--- src/rtl/wdg_pkg.sv ---
package wdg_pkg;
  localparam int REG_AW = 3;

  localparam logic [REG_AW-1:0] A_CTRL = 3'd0;
  localparam logic [REG_AW-1:0] A_LOAD = 3'd1;
  localparam logic [REG_AW-1:0] A_CNT  = 3'd2;
  localparam logic [REG_AW-1:0] A_TRIG = 3'd3;
  localparam logic [REG_AW-1:0] A_KEY  = 3'd4;
  localparam logic [REG_AW-1:0] A_BUSY = 3'd5;
  localparam logic [REG_AW-1:0] A_IFC  = 3'd6;

  localparam logic [15:0] KEY_RUN1  = 16'hBBBB;
  localparam logic [15:0] KEY_RUN2  = 16'h4444;
  localparam logic [15:0] KEY_HALT1 = 16'hAAAA;
  localparam logic [15:0] KEY_HALT2 = 16'h5555;

  // busy slots, in order: control, load, trigger, key
  localparam int SLOT_CTRL = 0;
  localparam int SLOT_LOAD = 1;
  localparam int SLOT_TRIG = 2;
  localparam int SLOT_KEY  = 3;
  localparam int N_SLOTS   = 4;

  typedef enum logic [1:0] {
    KS_IDLE,
    KS_RUN_ARMED,
    KS_HALT_ARMED
  } key_state_e;
endpackage

--- src/rtl/wdg_busy.sv ---
module wdg_busy #(
  parameter int NSLOT      = 4,
  parameter int PEND_TICKS = 2
) (
  input  logic             clk,
  input  logic             rst_n,
  input  logic             tick,
  input  logic [NSLOT-1:0] wr_hit,
  output logic [NSLOT-1:0] busy
);
  localparam int CW = $clog2(PEND_TICKS + 1);
  localparam logic [CW-1:0] START = CW'(PEND_TICKS);

  for (genvar g = 0; g < NSLOT; g++) begin : g_slot
    logic [CW-1:0] left_q;
    always_ff @(posedge clk or negedge rst_n) begin
      if (!rst_n) begin
        left_q <= '0;
      end else if (wr_hit[g]) begin
        left_q <= START;
      end else if (tick && (left_q != '0)) begin
        left_q <= left_q - 1'b1;
      end
    end
    assign busy[g] = (left_q != '0);
  end
endmodule

--- src/rtl/wdg_keyseq.sv ---
module wdg_keyseq
  import wdg_pkg::*;
(
  input  logic        clk,
  input  logic        rst_n,
  input  logic        key_wr,
  input  logic [15:0] key_word,
  output logic        running
);
  key_state_e st_q;

  always_ff @(posedge clk or negedge rst_n) begin
    if (!rst_n) begin
      st_q    <= KS_IDLE;
      running <= 1'b0;
    end else if (key_wr) begin
      unique case (st_q)
        KS_IDLE: begin
          if (key_word == KEY_RUN1)       st_q <= KS_RUN_ARMED;
          else if (key_word == KEY_HALT1) st_q <= KS_HALT_ARMED;
          else                            st_q <= KS_IDLE;
        end
        KS_RUN_ARMED: begin
          st_q <= KS_IDLE;
          if (key_word == KEY_RUN2) running <= 1'b1;
        end
        KS_HALT_ARMED: begin
          st_q <= KS_IDLE;
          if (key_word == KEY_HALT2) running <= 1'b0;
        end
        default: st_q <= KS_IDLE;
      endcase
    end
  end
endmodule

--- src/rtl/wdg_count.sv ---
module wdg_count #(
  parameter int CNT_W = 32,
  parameter int PTV_W = 3
) (
  input  logic             clk,
  input  logic             rst_n,
  input  logic             tick,
  input  logic             running,
  input  logic             pre_en,
  input  logic [PTV_W-1:0] ptv,
  input  logic             reload,
  input  logic [CNT_W-1:0] load_val,
  output logic [CNT_W-1:0] cnt,
  output logic             ovf
);
  localparam int PSC_W = (1 << PTV_W) - 1;

  logic [PSC_W-1:0] psc_q;
  logic [PSC_W-1:0] psc_lim;
  logic             step;

  assign psc_lim = ~({PSC_W{1'b1}} << ptv);
  assign step    = tick && running && (!pre_en || (psc_q == psc_lim));

  always_ff @(posedge clk or negedge rst_n) begin
    if (!rst_n) begin
      cnt   <= '0;
      psc_q <= '0;
      ovf   <= 1'b0;
    end else if (reload) begin
      cnt   <= load_val;
      psc_q <= '0;
      ovf   <= 1'b0;
    end else if (step) begin
      psc_q <= '0;
      if (&cnt) begin
        cnt <= load_val;
        ovf <= 1'b1;
      end else begin
        cnt <= cnt + 1'b1;
        ovf <= 1'b0;
      end
    end else begin
      ovf <= 1'b0;
      if (!running)                psc_q <= '0;
      else if (tick && pre_en)     psc_q <= psc_q + 1'b1;
    end
  end
endmodule

--- src/rtl/wdg_keyed_top.sv ---
module wdg_keyed_top
  import wdg_pkg::*;
#(
  parameter int DATA_W     = 32,
  parameter int ADDR_W     = 3,
  parameter int PTV_W      = 3,
  parameter int PEND_TICKS = 2
) (
  input  logic              clk,
  input  logic              rst_n,
  input  logic              tick,
  input  logic [ADDR_W-1:0] bus_addr,
  input  logic [DATA_W-1:0] bus_wdata,
  input  logic              bus_we,
  output logic [DATA_W-1:0] bus_rdata,
  output logic              wdt_reset
);
  localparam int PTV_LSB = 2;
  localparam int PRE_BIT = PTV_LSB + PTV_W;

  logic [N_SLOTS-1:0] hit, busy;
  logic [N_SLOTS-1:0] sel;
  logic               pre_en_q;
  logic [PTV_W-1:0]   ptv_q;
  logic [DATA_W-1:0]  load_q;
  logic [DATA_W-1:0]  cnt_q;
  logic               ifc_q;
  logic               run_q;
  logic [DATA_W-1:0]  busy_word;

  always_comb begin
    sel            = '0;
    sel[SLOT_CTRL] = (bus_addr == ADDR_W'(A_CTRL));
    sel[SLOT_LOAD] = (bus_addr == ADDR_W'(A_LOAD));
    sel[SLOT_TRIG] = (bus_addr == ADDR_W'(A_TRIG));
    sel[SLOT_KEY]  = (bus_addr == ADDR_W'(A_KEY));
  end

  assign hit = {N_SLOTS{bus_we}} & sel & ~busy;

  wdg_busy #(.NSLOT(N_SLOTS), .PEND_TICKS(PEND_TICKS)) u_busy (
    .clk(clk), .rst_n(rst_n), .tick(tick), .wr_hit(hit), .busy(busy)
  );

  wdg_keyseq u_keys (
    .clk(clk), .rst_n(rst_n), .key_wr(hit[SLOT_KEY]),
    .key_word(bus_wdata[15:0]), .running(run_q)
  );

  wdg_count #(.CNT_W(DATA_W), .PTV_W(PTV_W)) u_cnt (
    .clk(clk), .rst_n(rst_n), .tick(tick), .running(run_q),
    .pre_en(pre_en_q), .ptv(ptv_q), .reload(hit[SLOT_TRIG]),
    .load_val(load_q), .cnt(cnt_q), .ovf(wdt_reset)
  );

  always_ff @(posedge clk or negedge rst_n) begin
    if (!rst_n) begin
      pre_en_q <= 1'b0;
      ptv_q    <= '0;
      load_q   <= '0;
      ifc_q    <= 1'b0;
    end else begin
      if (hit[SLOT_CTRL]) begin
        pre_en_q <= bus_wdata[PRE_BIT];
        ptv_q    <= bus_wdata[PRE_BIT-1:PTV_LSB];
      end
      if (hit[SLOT_LOAD]) load_q <= bus_wdata;
      if (bus_we && (bus_addr == ADDR_W'(A_IFC))) ifc_q <= bus_wdata[0];
    end
  end

  always_comb begin
    busy_word    = '0;
    busy_word[0] = busy[SLOT_CTRL];
    busy_word[2] = busy[SLOT_LOAD];
    busy_word[3] = busy[SLOT_TRIG];
    busy_word[4] = busy[SLOT_KEY];
  end

  always_comb begin
    bus_rdata = '0;
    unique case (bus_addr)
      ADDR_W'(A_CTRL): begin
        bus_rdata[PRE_BIT]              = pre_en_q;
        bus_rdata[PRE_BIT-1:PTV_LSB]    = ptv_q;
      end
      ADDR_W'(A_LOAD): bus_rdata    = load_q;
      ADDR_W'(A_CNT):  bus_rdata    = cnt_q;
      ADDR_W'(A_KEY):  bus_rdata[0] = run_q;
      ADDR_W'(A_BUSY): bus_rdata    = busy_word;
      ADDR_W'(A_IFC):  bus_rdata[0] = ifc_q;
      default:         bus_rdata    = '0;
    endcase
  end
endmodule

--- config.mk ---
export PLATFORM = sky130hd
export DESIGN_NAME = wdg_keyed_top
export DESIGN_NICKNAME = d
export VERILOG_FILES = /design/src/rtl/wdg_pkg.sv /design/src/rtl/wdg_busy.sv /design/src/rtl/wdg_keyseq.sv /design/src/rtl/wdg_count.sv /design/src/rtl/wdg_keyed_top.sv
export SDC_FILE = /design/constraint.sdc
export NUM_CORES = 1
export LEC_CHECK = 0
export BUFFER_PORTS_ARGS = -buffer_cell sky130_fd_sc_hd__buf_2
export CORE_MARGIN = 2
export CORE_UTILIZATION = 55
export DETAILED_ROUTE_END_ITERATION = 12
export MAX_ROUTING_LAYER = met4
export PLACE_DENSITY = 0.83
export SLEW_MARGIN = 20
export SYNTH_ARGS = -nofsm -noshare
export SYNTH_HDL_FRONTEND = slang
export SYNTH_SLANG_ARGS = --single-unit
--- constraint.sdc ---
create_clock -name clk -period 2.7 [get_ports clk]
set_input_delay 0 -clock clk [delete_from_list [all_inputs] [get_ports clk]]
set_output_delay 0 -clock clk [all_outputs]
set_load 0.1 [all_outputs]
# Word-level counts from Yosys, hierarchy flattened
# Index checks and enable logic that the tools add are counted.
dict set report op_classes {
  n_addsub 6
  eq_ne 16
  n_shift 1
  n_mux 28
  n_bitwise 4
  reduce_logical 24
}
# operator n
set ops {}
lappend ops {{$mux 32} 3}
lappend ops {{$pmux 26 s2} 1}
lappend ops {{$add 32x1->32 const B} 1}
lappend ops {{$eq 16x15->1 const B} 2}
lappend ops {{$eq 16x16->1 const B} 2}
lappend ops {{$reduce_and 32->1} 1}
lappend ops {{$mux 7} 4}
lappend ops {{$mux 2} 11}
lappend ops {{$reduce_bool 2->1} 10}
lappend ops {{$pmux 4 s4} 1}
lappend ops {{$eq 3x3->1 const B} 3}
lappend ops {{$and 4x4->4} 2}
lappend ops {{$logic_and 1x1->1} 8}
lappend ops {{$sub 2x1->2 const B} 4}
lappend ops {{$add 7x1->7 const B} 1}
lappend ops {{$eq 7x7->1} 1}
lappend ops {{$not 7->7} 1}
lappend ops {{$shl 7x3->7 const A} 1}
lappend ops {{$eq 3x2->1 const B} 2}
lappend ops {{$mux 1} 5}
lappend ops {{$pmux 1 s5} 1}
lappend ops {{$ne 2x1->1 const B} 2}
lappend ops {{$ne 4x2->1 const B} 1}
lappend ops {{$not 4->4} 1}
lappend ops {{other kinds (9)} 10}
dict set report totals {
  ff_bits 88
  inputBits 39
  out_inout_bits 33
  elab_cells 92
}

# Longest topological paths before layout
dict set report logic_depth {
  word_depth 7
  mapped_depth 9
  mapped_depth_nobuf 8
}

# By module
# Synthesis repeated with hierarchy kept, for this count alone.
dict set report unflattened {
  hier_cells 547
  area_unflattened_um2 5342.6
}
# mod n_inst cells_per_inst area_each_um2 seq_area_each_um2
set by_module_without_submodules {}
lappend by_module_without_submodules {wdg_count 1 325 2713.9 1001.0}
lappend by_module_without_submodules {wdg_keyed_top 1 148 1924.3 925.9}
lappend by_module_without_submodules {wdg_busy 1 49 475.5 200.2}
lappend by_module_without_submodules {wdg_keyseq 1 25 229.0 75.1}

# Worst setup path after synthesis
# No wires, ideal clock.
dict set report synth_timing {
  kind {reg2out}
  start {register u_busy.g_slot[3].left_q[0]}
  end {output port bus_rdata[4]}
  t_arrival_ns 2.169
  t_required_ns 2.700
  setup_slack_ns 0.531
  stages_incl_launch_ff 6
  path_buffers 0
  path_cell_list {dfrtp_1 -> inv_1 -> ha_1 -> nor2_1 -> a21oi_1 -> o22ai_1}
}
dict set report synth_between {
  elab_chain_cells 2
}
# item line_no
set synth_rtl {}
lappend synth_rtl {{from (decl)} wdg_busy.sv:15} ;# logic [CW-1:0] left_q;
lappend synth_rtl {{from (signal assigned)} wdg_busy.sv:22} ;# left_q <= left_q - 1'b1;
lappend synth_rtl {{$reduce_bool 2->1} wdg_busy.sv:25} ;# assign busy[g] = (left_q != '0);
lappend synth_rtl {{$pmux 4 s4} wdg_keyed_top.sv:82} ;# unique case (bus_addr)
lappend synth_rtl {{to (decl)} wdg_keyed_top.sv:15} ;# output logic [DATA_W-1:0] bus_rdata,
# Every way passes these cells.

# Worst setup path in the final report
dict set report layout_timing {
  start {register ptv_q[1]}
  end {register u_cnt.cnt[8]}
}
dict set report layout_between {
  elab_chain_cells 6
}
# item line_no
set layout_rtl {}
lappend layout_rtl {{from (decl)} wdg_keyed_top.sv:24} ;# logic [PTV_W-1:0] ptv_q;
lappend layout_rtl {{from (signal assigned)} wdg_keyed_top.sv:65} ;# ptv_q <= bus_wdata[PRE_BIT-1:PTV_LSB];
lappend layout_rtl {{$shl 7x3->7} wdg_count.sv:22} ;# assign psc_lim = ~({PSC_W{1'b1}} << ptv);
lappend layout_rtl {{$not 7->7} wdg_count.sv:22}
lappend layout_rtl {{$eq 7x7->1} wdg_count.sv:23} ;# assign step = tick && running && (!pre_en || (psc_q == psc_lim));
lappend layout_rtl {{$logic_or 1x1->1} wdg_count.sv:23}
lappend layout_rtl {{$logic_and 1x1->1} wdg_count.sv:23}
lappend layout_rtl {{$reduce_bool 2->1 (no line)} n/a}
lappend layout_rtl {{to (signal assigned)} wdg_count.sv:31} ;# cnt <= load_val;
lappend layout_rtl {{to (signal assigned)} wdg_count.sv:37} ;# cnt <= load_val;
lappend layout_rtl {{to (signal assigned)} wdg_count.sv:40} ;# cnt <= cnt + 1'b1;
lappend layout_rtl {{to (decl)} wdg_count.sv:13} ;# output logic [CNT_W-1:0] cnt,
# Every way passes these cells.
# A chain may end at the register's enable or synchronous reset.

==> flow_summary.toml <==
[cts]
path_clk_slew_ns = 0.10
clock_path_buffers = 2
cts_tree = "yes"
root_buffer = "clkbuf_8"
htree_levels = 3
clk-insertion-delay-late_ns = 0.37
numCtsBuffers = 9
cts.sinks = 88

[floorplanning]
dieArea_sq_um = 10530
rows = 35
dieWidth_um = 102.6
initial_core_util_pct = 57.33
die_h_um = 102.6
ios = 72
core-area_sq_um = 9328

[timing]
fin_crit_ns = 2.471
max_freq_mhz = 404.8
slew_headroom_pct = 57.73
skew_ns = 0.01185
tns_ns = 0
slew_violations = 0
holdWs_ns = 0.01868
worst_pin_slew_ns = 0.6340
post-route-period-util_pct = 91.50
rsz0062_at_grt = "false"
finalHoldViolCount = 0
setup_viol = 0

[routing]
drt-initial-drc-count = 569
routed_via_density = 6.317
firstDrtPassIters = 6
wl_per_cell_um = 19.04
wirelength_mm = 16.60
drc = 0
ant_nets = 0
via_count = 5508

[layout]
diodes = 0
n_fill_cell = 784
syn_to_final_growth_pct = 20.75
fin_nets = 786
final_cells = 872
layout_common_cells = "nand2_1, dfrtp_1, buf_2"
fin_area_sq_um = 6457
drive_gt1_share_pct = 18.17
mostFrequentLayoutCell = "nand2_1"

[place]
portBuffers = 71
dpl_cell_area_sq_um = 5919
dp.cells = 823
detailedPlacementHpwl_mm = 11.50
place.gp.congestion = 1.006

[power_and_ir_drop]
p_per_area_nw_per_um2 = 910.0
p_leak_nw = 2.982
peakVddDrop_uv = 472.3

[worst_setup_path]
cpLargestDelayFamily = "compound AO/OA/AOI/OAI gates"
slowest_stage = "dfrtp_1"
cp_slowest_stage_delay_ns = 0.54
start_kind = "flip-flop"
reg2reg_depth = 7
crit_required_ns = 2.96
cp-end-kind = "flip-flop"
path_class = "flip-flop to flip-flop"
crit_buf_inv = 2
arrival_ns = 2.73
cp_cell_sequence = "inv_1, a2111oi_0, o32a_1, o221a_1, buf_4, a21oi_1, o221a_2"
r2r-start = "ptv_q[1]"
startpoint = "ptv_q[1]"
critPathMaxFanout = 34
rr_endpoint = "u_cnt.cnt[8]"
r2r_slack_ns = 0.23

[grt]
grt_max_degree = 49
overflow = 0
grt_pass1_wl_mm = 26.68
track_usage_pct = 34.05
grt_pass1_vias = 5167
grt_antenna_before_repair = 0

[synth]
yosys_warnings = 0
synth.yosys.seq_area_share_pct = 41.18
synth_edf_count = 0
synthCells = 635
synth_area_per_cell_sq_um = 8.421
yosys_register_bits = 88
synth.distinct_cells = 63
syn_area_sq_um = 5348
async_reset_ff_share_pct = 100.0
syn_nets = 683
ys.flop_type = "dfrtp_1"

[run_status]
status = "complete, no violations"

[min_path]
hold-path-endpoint = "u_busy.g_slot[3].left_q[0]"
hold_depth = 3
hold_class = "input pin to flip-flop"
hp-start = "tick"

[flow_run]
drv_cap = 0
[per-stage QoR]
| stage | power [mW] | utilization (%) | setup slack [ns] |
|---|---|---|---|
| floorplan | 4.172 | - | 0.5314 |
| global placement | 4.731 | 63.46 | 0.3082 |
| detailed placement | 4.814 | 63.46 | 0.2444 |
| CTS | 5.817 | 69.20 | 0.2242 |
| global route | 6.221 | 69.23 | 0.04249 |
| finish | 5.876 | 69.23 | 0.2295 |
[logic make-up after synthesis]
logic type	count (synthesis)	synth area share, %
AO/OA/AOI/OAI	161	21.71
XOR/XNOR	3	0.4914
adder cells (fa/ha/maj)	9	2.106
buffers and inverters	60	4.750
flip-flops	88	41.18
multiplexers	17	3.322
AND/OR/NAND/NOR	297	26.44
[how the worst max path moves through the flow]
| stage | slack [ns] | depth (start not counted) | to |
|---|---|---|---|
| 2_1_floorplan | 0.53 | 5 | bus_rdata[4] |
| 3_5_place_dp | 0.24 | 7 | u_cnt.cnt[1] |
| 3_3_place_gp | 0.31 | 7 | u_cnt.psc_q[2] |
| 6_report | 0.23 | 7 | u_cnt.cnt[8] |
| 4_1_cts | 0.22 | 7 | u_cnt.cnt[1] |
| 5_1_grt | 0.04 | 7 | u_cnt.cnt[8] |
[registers in the layout, summed over array words and instances (netlist names)]
signal                count
ifc_q                     1
load_q                   32
pre_en_q                  1
ptv_q                     3
u_busy.g_slot.left_q      8
u_cnt.cnt                32
u_cnt.ovf                 1
u_cnt.psc_q               7
u_keys.running            1
u_keys.st_q               2
[routing by layer]
metal	up-vias	wire length [um]	GRT usage, %
met3	30	1710	6.915
li1	2538	-	-
met2	343	7568	51.13
met4	0	243	7.385
met5	-	0	-
met1	2597	7077	48.09
[cells in the mapped netlist (3+ instances only)]
cell,count,area (sq um)
clkbuf_1,24,90.09
mux2i_1,11,110.1
nor4bb_1,3,30.03
o22ai_1,8,50.05
o32a_1,4,40.04
a211oi_1,11,82.58
or2_2,4,25.02
a311o_1,3,30.03
nor2_1,35,131.4
dfrtp_1,88,2202
a22o_1,29,254.0
a21oi_1,27,135.1
buf_1,3,11.26
buf_2,5,25.02
a221o_1,6,60.06
nand2b_1,10,62.56
buf_4,4,30.03
nor2b_1,5,31.28
ha_1,9,112.6
a22oi_1,4,30.03
nand4b_1,3,26.28
o21ai_0,30,150.1
nand4_1,13,81.33
or4_1,4,30.03
nor3_1,16,80.08
nand2_1,138,518.0
inv_1,23,86.33
mux2_2,6,67.56
a31oi_1,5,31.28
nand3_1,37,185.2
and3_1,8,50.05
o211ai_1,6,45.04
nor4_1,6,37.54
o221a_2,3,33.78
a32oi_1,3,26.28
[final cells by class]
| class | instances | area, sq um | area share, % |
|---|---|---|---|
| flip-flops and latches | 88 | 2202 | 34.10 |
| multi-input cells | 487 | 2902 | 44.93 |
| clock inverters | 6 | 67.56 | 1.046 |
| well taps | 129 | 161.4 | 2.500 |
| inverters | 23 | 86.33 | 1.337 |
| repair buffers | 129 | 900.9 | 13.95 |
| clock buffers | 10 | 137.6 | 2.131 |
[where the power goes]
part / internal, mW / switching, mW / total [mW]
clock: 0.457 / 0.513 / 0.969
sequential: 1.85 / 0.653 / 2.50
combinational: 0.835 / 1.57 / 2.41
total: 3.14 / 2.74 / 5.88
[what timing repair did]
item,CTS,global route
resized for setup,0,1
hold endpoints to repair,79,0
buffers inserted,0,0
endpoints found under the setup margin,0,2
hold buffers,33,0
[tightest hold or removal path, delay by kind of cell]
| kind | cells | cell delay [ns] |
|---|---|---|
| simple gates | 1 | 0.11 |
| buf+inv | 1 | 0.15 |
| compound gates | 1 | 0.08 |
Note: power is estimated with default switching activity, not from simulation.
